===== src/rtl/alu4_pkg.sv =====
package alu4_pkg;

    localparam int DATA_W  = 4;
    localparam int SHAMT_W = $clog2(DATA_W);

    typedef enum logic [2:0] {
        OP_ADD   = 3'b000,
        OP_SUB   = 3'b001,
        OP_AND   = 3'b010,
        OP_OR    = 3'b011,
        OP_NOT   = 3'b100,
        OP_SHL   = 3'b101,
        OP_PASSB = 3'b110,
        OP_PASSA = 3'b111
    } alu_op_e;

    typedef struct packed {
        logic eq_zero;
        logic gt_zero;
    } alu_flags_t;

    typedef struct packed {
        logic [DATA_W-1:0] opa;
        logic [DATA_W-1:0] opb;
        logic              cin;
    } add_in_t;

    function automatic logic [DATA_W-1:0] onehot_dec(input logic [SHAMT_W-1:0] amt);
        logic [DATA_W-1:0] v;
        for (int i = 0; i < DATA_W; i++) begin
            v[i] = (amt == SHAMT_W'(i));
        end
        return v;
    endfunction

endpackage


===== src/rtl/alu4_cla_adder.sv =====
module alu4_cla_adder
    import alu4_pkg::*;
#(
    parameter int W = DATA_W
) (
    input  logic [W-1:0] opa,
    input  logic [W-1:0] opb,
    input  logic         cin,
    output logic [W-1:0] sum,
    output logic         cout
);
    logic [W-1:0] gen;
    logic [W-1:0] prop;
    logic [W:0]   carry;

    assign gen  = opa & opb;
    assign prop = opa | opb;

    // Each carry is a flat OR of product terms: two logic levels.
    always_comb begin
        logic term;
        logic acc;
        carry[0] = cin;
        for (int i = 0; i < W; i++) begin
            term = cin;
            for (int k = 0; k <= i; k++) term = term & prop[k];
            acc = term;
            for (int j = 0; j <= i; j++) begin
                term = gen[j];
                for (int k = j + 1; k <= i; k++) term = term & prop[k];
                acc = acc | term;
            end
            carry[i+1] = acc;
        end
    end

    for (genvar i = 0; i < W; i++) begin : g_sum
        assign sum[i] = opa[i] ^ opb[i] ^ carry[i];
    end

    assign cout = carry[W];
endmodule


===== src/rtl/alu4_barrel_shl.sv =====
module alu4_barrel_shl
    import alu4_pkg::*;
#(
    parameter int W  = DATA_W,
    parameter int SW = SHAMT_W
) (
    input  logic [W-1:0]  din,
    input  logic [SW-1:0] amt,
    output logic [W-1:0]  dout
);
    logic [W-1:0] sel;
    logic [W-1:0] stage [W];

    assign sel = onehot_dec(amt);

    for (genvar k = 0; k < W; k++) begin : g_dist
        assign stage[k] = sel[k] ? (din << k) : '0;
    end

    always_comb begin
        dout = '0;
        for (int k = 0; k < W; k++) dout = dout | stage[k];
    end
endmodule


===== src/rtl/alu4_flags.sv =====
module alu4_flags
    import alu4_pkg::*;
#(
    parameter int W = DATA_W
) (
    input  logic [W-1:0] res,
    output alu_flags_t   flags
);
    assign flags.eq_zero = ~(|res);
    assign flags.gt_zero = ~(res[W-1] | ~(|res[W-2:0]));
endmodule


===== src/rtl/alu4_core.sv =====
module alu4_core
    import alu4_pkg::*;
(
    input  logic [2:0]        op,
    input  logic [DATA_W-1:0] a,
    input  logic [DATA_W-1:0] b,
    output logic [DATA_W-1:0] result,
    output logic              carry_out,
    output logic              eq_zero,
    output logic              gt_zero
);
    alu_op_e           opc;
    add_in_t           add_in;
    logic [DATA_W-1:0] add_sum;
    logic              add_cout;
    logic [DATA_W-1:0] shl_out;
    alu_flags_t        flags;

    assign opc = alu_op_e'(op);

    always_comb begin
        add_in.opa = a;
        add_in.opb = (opc == OP_SUB) ? ~b : b;
        add_in.cin = (opc == OP_SUB);
    end

    alu4_cla_adder #(.W(DATA_W)) i_add (
        .opa  (add_in.opa),
        .opb  (add_in.opb),
        .cin  (add_in.cin),
        .sum  (add_sum),
        .cout (add_cout)
    );

    alu4_barrel_shl #(.W(DATA_W), .SW(SHAMT_W)) i_shl (
        .din  (a),
        .amt  (b[SHAMT_W-1:0]),
        .dout (shl_out)
    );

    always_comb begin
        carry_out = 1'b0;
        unique case (opc)
            OP_ADD, OP_SUB: begin
                result    = add_sum;
                carry_out = add_cout;
            end
            OP_AND:   result = a & b;
            OP_OR:    result = a | b;
            OP_NOT:   result = ~a;
            OP_SHL:   result = shl_out;
            OP_PASSB: result = b;
            OP_PASSA: result = a;
            default:  result = '0;
        endcase
    end

    alu4_flags #(.W(DATA_W)) i_flg (
        .res   (result),
        .flags (flags)
    );

    assign eq_zero = flags.eq_zero;
    assign gt_zero = flags.gt_zero;
endmodule


===== config.mk =====
export PLATFORM = sky130hd
export DESIGN_NAME = alu4_core
export DESIGN_NICKNAME = d
export VERILOG_FILES = /design/src/rtl/alu4_pkg.sv /design/src/rtl/alu4_cla_adder.sv /design/src/rtl/alu4_barrel_shl.sv /design/src/rtl/alu4_flags.sv /design/src/rtl/alu4_core.sv
export SDC_FILE = /design/constraint.sdc
export NUM_CORES = 1
export LEC_CHECK = 0
export BUFFER_PORTS_ARGS = -buffer_cell sky130_fd_sc_hd__buf_2
export CORE_AREA = 4 4 41 43
export DETAILED_ROUTE_END_ITERATION = 10
export DIE_AREA = 0 0 45 47
export PLACE_DENSITY = 0.79
export SYNTH_ARGS = -nofsm -noshare
export SYNTH_HDL_FRONTEND = slang
export SYNTH_SLANG_ARGS = --single-unit

===== constraint.sdc =====
create_clock -name vclk -period 3.7
set_input_delay 0.555 -clock vclk [all_inputs]
set_output_delay 0.555 -clock vclk [all_outputs]
set_load 0.01 [all_outputs]

# After elaboration in Yosys (flattened, before gate mapping)
# Index checks and enable logic that the tools add are counted.
dict set report classes {
  n_eq_ne 10
  muxes 7
  bitwise_logic 41
  reduce_logical 5
}
# cell n
set op_table {}
lappend op_table {{$pmux W4 S7} 1}
lappend op_table {{$mux W4} 5}
lappend op_table {{$or A4 B4 Y4} 5}
lappend op_table {{$eq A3 B3 Y1 const B} 4}
lappend op_table {{$or A1 B1 Y1} 11}
lappend op_table {{$and A1 B1 Y1} 10}
lappend op_table {{$and A4 B4 Y4} 2}
lappend op_table {{$not A4 Y4} 2}
lappend op_table {{$xor A1 B1 Y1} 8}
lappend op_table {{$eq A3 B2 Y1 const B} 2}
lappend op_table {{$eq A2 B2 Y1 const B} 2}
lappend op_table {{$reduce_or A4 Y1} 1}
lappend op_table {{$eq A3 B1 Y1 const B} 1}
lappend op_table {{$logic_not A3 Y1} 1}
lappend op_table {{$not A1 Y1} 3}
lappend op_table {{$reduce_or A3 Y1} 1}
lappend op_table {{$eq A2 B1 Y1 const B} 1}
lappend op_table {{$logic_not A2 Y1} 1}
lappend op_table {{$reduce_or A2 Y1} 1}
lappend op_table {{$mux W1} 1}
dict set report word_totals {
  register_bits 0
  inputBits 11
  output_inout_bits 7
  word_cells 63
}

# Logic depth before layout (Yosys ltp)
# Gate-level depths: netlist (run 1).
dict set report logic_depth {
  depth_word 15
  depth_mapped 12
  depth_no_buf 11
}

# Modules after synthesis
# From an unflattened synthesis (run 1), not the netlist that was laid out.
dict set report unflattened {
  hier_cells 84
  hier_area_um2 610.6
}
# module n_inst cells_each area_each_um2 seq_area_each_um2
set by_module_without_submodules {}
lappend by_module_without_submodules {alu4_cla_adder 1 36 270.3 0.0}
lappend by_module_without_submodules {alu4_core 1 36 244.0 0.0}
lappend by_module_without_submodules {alu4_barrel_shl 1 9 75.1 0.0}
lappend by_module_without_submodules {alu4_flags 1 3 21.3 0.0}

# Least setup slack after synthesis (run 1)
# No wires, ideal clock.
dict set report synth_path {
  path_type {input to output}
  startpoint {in op[1]}
  endpoint {out eq_zero}
  t_arrival_ps 2775
  required_ps 3145
  path_slack_ps 370
  cell_stages 12
  n_path_buf 1
  cell_sequence {clkbuf_1 nor2_1 and2_0 xnor2_1 inv_1 ha_1 a211oi_1 a221oi_2 xnor2_1 o2bb2ai_2 inv_2 nor4_1}
}
dict set report synth_via {
  elab_chain_cells 13
  elab_cells_between_ends 35
  cone_classes {eq/ne: 7; mux: 2; bitwise: 23; reduce/logical: 3}
}
# item line_no
set synth_rtl {}
lappend synth_rtl {{start: declaration} alu4_core.sv:4} ;# input logic [2:0] op,
lappend synth_rtl {{$eq A3 B1 Y1} {alu4_core.sv:23, alu4_core.sv:24, alu4_core.sv:43}}
lappend synth_rtl {{$mux W4} alu4_core.sv:23} ;# add_in.opb = (opc == OP_SUB) ? ~b : b;
lappend synth_rtl {{$or A4 B4 Y4} alu4_cla_adder.sv:17} ;# assign prop = opa | opb;
lappend synth_rtl {{$and A1 B1 Y1 (3 in series)} alu4_cla_adder.sv:26} ;# for (int k = 0; k <= i; k++) term = term & prop[k];
lappend synth_rtl {{$or A1 B1 Y1 (3 in series)} alu4_cla_adder.sv:31} ;# acc = acc | term;
lappend synth_rtl {{$xor A1 B1 Y1} alu4_cla_adder.sv:38} ;# assign sum[i] = opa[i] ^ opb[i] ^ carry[i];
lappend synth_rtl {{$pmux W4 S7 (*)} alu4_core.sv:43} ;# unique case (opc)
lappend synth_rtl {{net result[3]} alu4_core.sv:7} ;# output logic [DATA_W-1:0] result,
lappend synth_rtl {{$reduce_or A4 Y1 (*)} alu4_flags.sv:9} ;# assign flags.eq_zero = ~(|res);
lappend synth_rtl {{$not A1 Y1 (*)} alu4_flags.sv:9}
lappend synth_rtl {{end: declaration} alu4_core.sv:9} ;# output logic eq_zero,
# Mark *: on every way through the listed nets, which the timed path passes. The rest lies on a longest branch.

# Worst setup path after layout (run 1)
dict set report layout_path {
  startpoint {in op[2]}
  endpoint {out eq_zero}
}
dict set report layout_via {
  elab_chain_cells 13
  elab_cells_between_ends 35
  cone_classes {eq/ne: 7; mux: 2; bitwise: 23; reduce/logical: 3}
}
# item line_no
set layout_rtl {}
lappend layout_rtl {{$eq A3 B1 Y1} {alu4_core.sv:23, alu4_core.sv:24, alu4_core.sv:43}}
lappend layout_rtl {{$mux W4} alu4_core.sv:23}
lappend layout_rtl {{$or A4 B4 Y4} alu4_cla_adder.sv:17}
lappend layout_rtl {{$and A1 B1 Y1 (3 in series)} alu4_cla_adder.sv:26}
lappend layout_rtl {{$or A1 B1 Y1 (3 in series)} alu4_cla_adder.sv:31}
lappend layout_rtl {{$xor A1 B1 Y1} alu4_cla_adder.sv:38}
lappend layout_rtl {{$pmux W4 S7 (*)} alu4_core.sv:43}
lappend layout_rtl {{$reduce_or A4 Y1 (*)} alu4_flags.sv:9}
lappend layout_rtl {{$not A1 Y1 (*)} alu4_flags.sv:9}
# Mark *: on every way between the ends. The rest lies on a longest branch, timed or not.

==> results.json, run 1 <==
{
  "final_core_util_pct": 55.8,
  "dp.cells": 119,
  "final_area_sq_um": 726,
  "drt.antenna.violating_nets": 0,
  "avgSynthCellArea_sq_um": 7.07,
  "wl_um": 1540,
  "status": "finished, final reports clean",
  "multi_input_area_sq_um": 557,
  "n_clock_buffer": 0,
  "synth_area_sq_um": 629,
  "synth_mux_area_share_pct": 1.59,
  "drcViolationCount": 0,
  "clkPwrFrac_pct": 0,
  "die_x_um": 45,
  "synth_compound_area_share_pct": 38.2,
  "synth_cell_types": 39,
  "die_y_um": 47,
  "grt_pass1_vias": 576,
  "cts_setup_buffers": 0,
  "worst_setup_path_end_kind": "output pin",
  "core_area_sq_um": 1300,
  "fmax_ghz": 0.296,
  "crit_path_top_delay_cell": "and2_0",
  "max-slew-margin-rel_pct": 77.1,
  "dp.final_hpwl_um": 1230,
  "ctsResizeCount": 0,
  "syn_nets": 108,
  "drive_gt1_share_pct": 25.0,
  "worstMarginPinSlew_ps": 343,
  "slew_viol_final": 0,
  "intPower_mw": 0.0482,
  "dpl_cell_area_sq_um": 726,
  "dp_slack_ps": 301,
  "hold_start": "op[1]",
  "synthCells": 89,
  "yosys.area.top_type_share_pct": 15.9,
  "crit_required_ps": 3140,
  "gp_congestion": 0.856,
  "ir_drop_mv": 0.0829,
  "worstPathMaxFanout": 4,
  "switching_share_pct": 54.8,
  "diodes": 0,
  "p_leak_nw": 0.355,
  "boundaryPins": 18,
  "setup_viol": 0,
  "yosys-top-cells-area": "ha_1, xnor2_1, inv_1, nor2b_1, a21oi_1",
  "antenna_found_initial": 0,
  "die-area_sq_um": 2120,
  "setup_ws_ps": 317,
  "drv_cap": 0,
  "seq_cell_count": 0,
  "pwr-share-seq_pct": 0,
  "grt_pass1_wl_um": 2570,
  "p_comb_share_pct": 100.0,
  "synth_top_family_by_area": "compound AO/OA/AOI/OAI gates",
  "synth_simple_gate_area_share_pct": 24.5,
  "numPortBuffers": 18,
  "cp_data_arrival_time_ps": 2830,
  "cts_hold_buf": 0,
  "yosysTopAreaCell": "ha_1",
  "area_delta_synth_final_pct": 15.3,
  "synth_xor_area_share_pct": 8.35,
  "finalSetupTns_ps": 0,
  "grt.total_usage_pct": 15.6,
  "wire_per_inst_um": 13.0,
  "whs_path_depth": 4,
  "hold_path_class": "in -> out",
  "final.fill_count": 134,
  "layout.cells.non_filler": 119,
  "powerDensity_nw_per_um2": 147,
  "drt-pass1-iter-count": 4,
  "synth-adder-area-share_pct": 15.9,
  "overflow": 0,
  "vias": 699,
  "nNetsFinal": 125,
  "crit_chain": "buf_2 > nor2_1 > and2_0 > xnor2_1 > inv_1 > ha_1 > a211oi_1 > a221oi_2 > xnor2_1 > o2bb2ai_2 > inv_2 > nor4_1 > buf_2",
  "cpPeakStageDelay_ps": 300,
  "grt_setup_unrepaired": "no",
  "min_period_ps": 3380,
  "row_count": 13,
  "synth-seq-area-share_pct": 0,
  "grt_max_degree": 18,
  "fin_crit_sh_pct": 91.4,
  "power.switching_mw": 0.0584,
  "seqCellArea_sq_um": 0,
  "hold_end": "carry_out",
  "drt_iter0_drc": 42,
  "start_util_pct": 48.4,
  "hold_viol": 0,
  "startpoint_type": "primary input",
  "yosysWarnings": 0,
  "path_class": "in -> out",
  "via_per_inst": 5.87
}
==> power groups by stage <==
stage	sequential, mW	combinational, mW	clock, mW
after floorplan	0	0.0756	0
after global placement	0	0.105	0
after detailed placement	0	0.106	0
after CTS	0	0.107	0
after global routing	0	0.119	0
final	0	0.107	0
==> worst max path at each step <==
stage / from / end / slack (ps) / cells after the start
2_1_floorplan: op[1] / eq_zero / 370 / 12
3_3_place_gp: op[2] / eq_zero / 360 / 13
3_5_place_dp: op[2] / eq_zero / 300 / 13
4_1_cts: op[2] / eq_zero / 290 / 13
5_1_grt: op[2] / eq_zero / 140 / 13
6_report: op[2] / eq_zero / 320 / 13
==> metal layers <==
metal  routed length (um)  global-route usage [%]
met3                  134                       0
met4                    0                       0
met5                    0                       0
met1                  729                    22.5
met2                  678                    27.7
==> cell usage in the layout (no fill, tap or decap), types with 2 or more instances in the layout <==
cell type,netlist,final
o22ai_1,2,2
ha_1,8,8
nand2_1,4,4
nor2_1,4,4
a211o_1,2,2
nand2b_1,3,3
nor3_1,3,3
inv_1,11,11
nor2b_1,6,6
nand3_1,2,2
o21a_1,2,2
a21oi_1,5,5
buf_2,1,18
o21ai_0,2,2
a31oi_1,3,3
xnor2_1,6,6
buf_4,0,2
==> cell families (layout without fill, tap and decap cells) <==
| family | count (synthesis) | in the layout |
|---|---|---|
| compound gates | 30 | 30 |
| xor+xnor | 6 | 6 |
| fa+ha+maj | 8 | 8 |
| buf+inv | 17 | 32 |
| mux | 1 | 1 |
| simple gates | 27 | 27 |
==> stage by stage <==
stage	power (mW)	hold slack, ps
final	0.107	1520
after global routing	0.119	1550
after CTS	0.107	1530
after detailed placement	0.106	1520
after global placement	0.105	1540
after floorplan	0.0756	1270
==> cell usage after synthesis (2+ instances only) <==
cell and number:
inv_1 11, ha_1 8, nor2b_1 6, xnor2_1 6
a21oi_1 5, nand2_1 4, nor2_1 4, a31oi_1 3
clkbuf_1 3, nand2b_1 3, nor3_1 3, a211o_1 2
nand3_1 2, o21a_1 2, o21ai_0 2, o22ai_1 2
==> layout make-up <==
type | instances | share of cell area [%]
repair buffers | 20 | 14.5
well taps | 15 | 2.59
inverters | 12 | 6.21
multi-input cells | 72 | 76.7
==> worst max-delay path, delay by kind of cell <==
kind                       cells  cell delay, ps
AOI/OAI and AO/OA              3             510
xor gates and xnor gates       2             360
adders and majority gates      1             210
buffers and inverters          4             400
and+or+nand+nor                3             810
No activity file was read; power rests on OpenSTA's default activity.
==> inputs of run 2 (changes only) <==
--- a/config.mk
+++ b/config.mk
@@ -6,9 +6,9 @@
 export NUM_CORES = 1
 export LEC_CHECK = 0
 export BUFFER_PORTS_ARGS = -buffer_cell sky130_fd_sc_hd__buf_2
-export CORE_AREA = 4 4 41 43
+export CORE_AREA = 2 2 39 41
 export DETAILED_ROUTE_END_ITERATION = 10
-export DIE_AREA = 0 0 45 47
+export DIE_AREA = 0 0 41 43
 export PLACE_DENSITY = 0.79
 export SYNTH_ARGS = -nofsm -noshare
 export SYNTH_HDL_FRONTEND = slang
==> run 2 against run 1 <==
Effect of this change: first-iteration DRC count shrank 52%; largest cell class unchanged; critical path type unchanged; final cell count is the same; via count rose by 1.0%; sequential share of layout area unchanged; highest routed layer is now met4; total power shrank 0.57%.
==> results.json, run 2 (synthesized netlist as in run 1, its figures left out) <==
{
  "status": "finished, final reports clean",
  "fmax_ghz": 0.287,
  "diodes": 0,
  "startpoint_type": "primary input",
  "drive_gt1_share_pct": 24.3,
  "slew_viol_final": 0,
  "path_class": "in -> out",
  "p_comb_share_pct": 100.0,
  "die_y_um": 43,
  "seq_cell_count": 0,
  "core_area_sq_um": 1380,
  "wl_um": 1450,
  "antenna_found_initial": 0,
  "multi_input_area_sq_um": 557,
  "critPathTopFamily": "simple AND/OR/NAND/NOR gates",
  "fin_crit_sh_pct": 94.1,
  "finalSetupTns_ps": 0,
  "layout_commonest_cell": "buf_2",
  "final_cell_mix": "buf_2, inv_1, ha_1",
  "grt.total_usage_pct": 19.5,
  "die-area_sq_um": 1760,
  "min_period_ps": 3480,
  "maxUsedRoutingLayer": "met4",
  "path_buf_inv": 4,
  "grt_max_degree": 18,
  "ctsResizeCount": 0,
  "wire_per_inst_um": 12.1,
  "drv_cap": 0,
  "cp_data_arrival_time_ps": 2930,
  "final.fill_count": 133,
  "crit_start": "op[2]",
  "wl_met1_um": 672,
  "powerDensity_nw_per_um2": 147,
  "dp.final_hpwl_um": 1180,
  "dr_wl_met2_um": 644,
  "die_x_um": 41,
  "vias": 706,
  "cts_hold_buf": 0,
  "drt.antenna.violating_nets": 0,
  "overflow": 0,
  "max-slew-margin-rel_pct": 79.9,
  "cts_setup_buffers": 0,
  "ir_drop_mv": 0.101,
  "switching_share_pct": 54.9,
  "wl_met3_um": 110,
  "numPortBuffers": 18,
  "row_count": 14,
  "worstMarginPinSlew_ps": 301,
  "power.switching_mw": 0.0582,
  "n_clock_buffer": 0,
  "hold_viol": 0,
  "crit_chain": "buf_2 > nor2_1 > and2_0 > xnor2_1 > inv_1 > ha_1 > a211oi_1 > a221oi_2 > xnor2_1 > o2bb2ai_2 > inv_2 > nor4_1 > buf_2",
  "nNetsFinal": 124,
  "grt_pass1_wl_um": 2530,
  "setup_viol": 0,
  "hold_start": "op[1]",
  "worst_setup_path_end_kind": "output pin",
  "drcViolationCount": 0,
  "drt-pass1-iter-count": 4,
  "worstPathMaxFanout": 12,
  "grt_pass1_vias": 603,
  "start_util_pct": 45.5,
  "boundaryPins": 18,
  "clkPwrFrac_pct": 0,
  "whs_path_depth": 4,
  "intPower_mw": 0.0478,
  "grt_setup_unrepaired": "no",
  "hold_path_class": "in -> out",
  "via_per_inst": 5.93,
  "p_total_mw": 0.106,
  "gp_congestion": 0.855,
  "hold_end": "carry_out",
  "area_delta_synth_final_pct": 14.3,
  "cpPeakStageDelay_ps": 340,
  "drt_iter0_drc": 20,
  "crit_required_ps": 3140,
  "crit_path_top_delay_cell": "and2_0",
  "seqCellArea_sq_um": 0,
  "p_leak_nw": 0.350,
  "pwr-share-seq_pct": 0
}
[run 2: how the worst max path moves through the flow]
stage | endpoint | slack [ps] | cells past startpoint
after global routing | eq_zero | 3 | 13
final | eq_zero | 220 | 13
after floorplan | eq_zero | 370 | 12
after CTS | eq_zero | 190 | 13
after global placement | eq_zero | 270 | 13
after detailed placement | eq_zero | 200 | 13
[run 2: layer usage]
layer / global-route usage (%) / up-vias
met4: 2.00 / 0
met5: 0 / -
li1: - / 353
met1: 29.4 / 323
met2: 30.3 / 28
met3: 1.05 / 2
[run 2: stage by stage]
step	area, sq um	utilization (%)	worst slack (ps)	hold WS, ps	instances
2_1_floorplan	629	-	370	1270	89
3_3_place_gp	719	52.0	274	1520	119
3_5_place_dp	719	52.0	200	1530	119
4_1_cts	719	52.0	192	1530	119
5_1_grt	719	52.0	2.69	1550	119
6_report	719	52.0	218	1520	119
[run 2: power by group through the flow]
| stage | combinational (mW) | clock (mW) | sequential [mW] |
|---|---|---|---|
| floorplan | 0.0756 | 0 | 0 |
| global placement | 0.104 | 0 | 0 |
| detailed placement | 0.106 | 0 | 0 |
| CTS | 0.106 | 0 | 0 |
| global route | 0.119 | 0 | 0 |
| finish | 0.106 | 0 | 0 |
[run 2: final cells by class]
| class | instances | share of cell area (%) |
|---|---|---|
| timing repair buffer | 19 | 13.6 |
| multi-input combinational | 72 | 77.4 |
| tap | 16 | 2.78 |
| inverter | 12 | 6.26 |
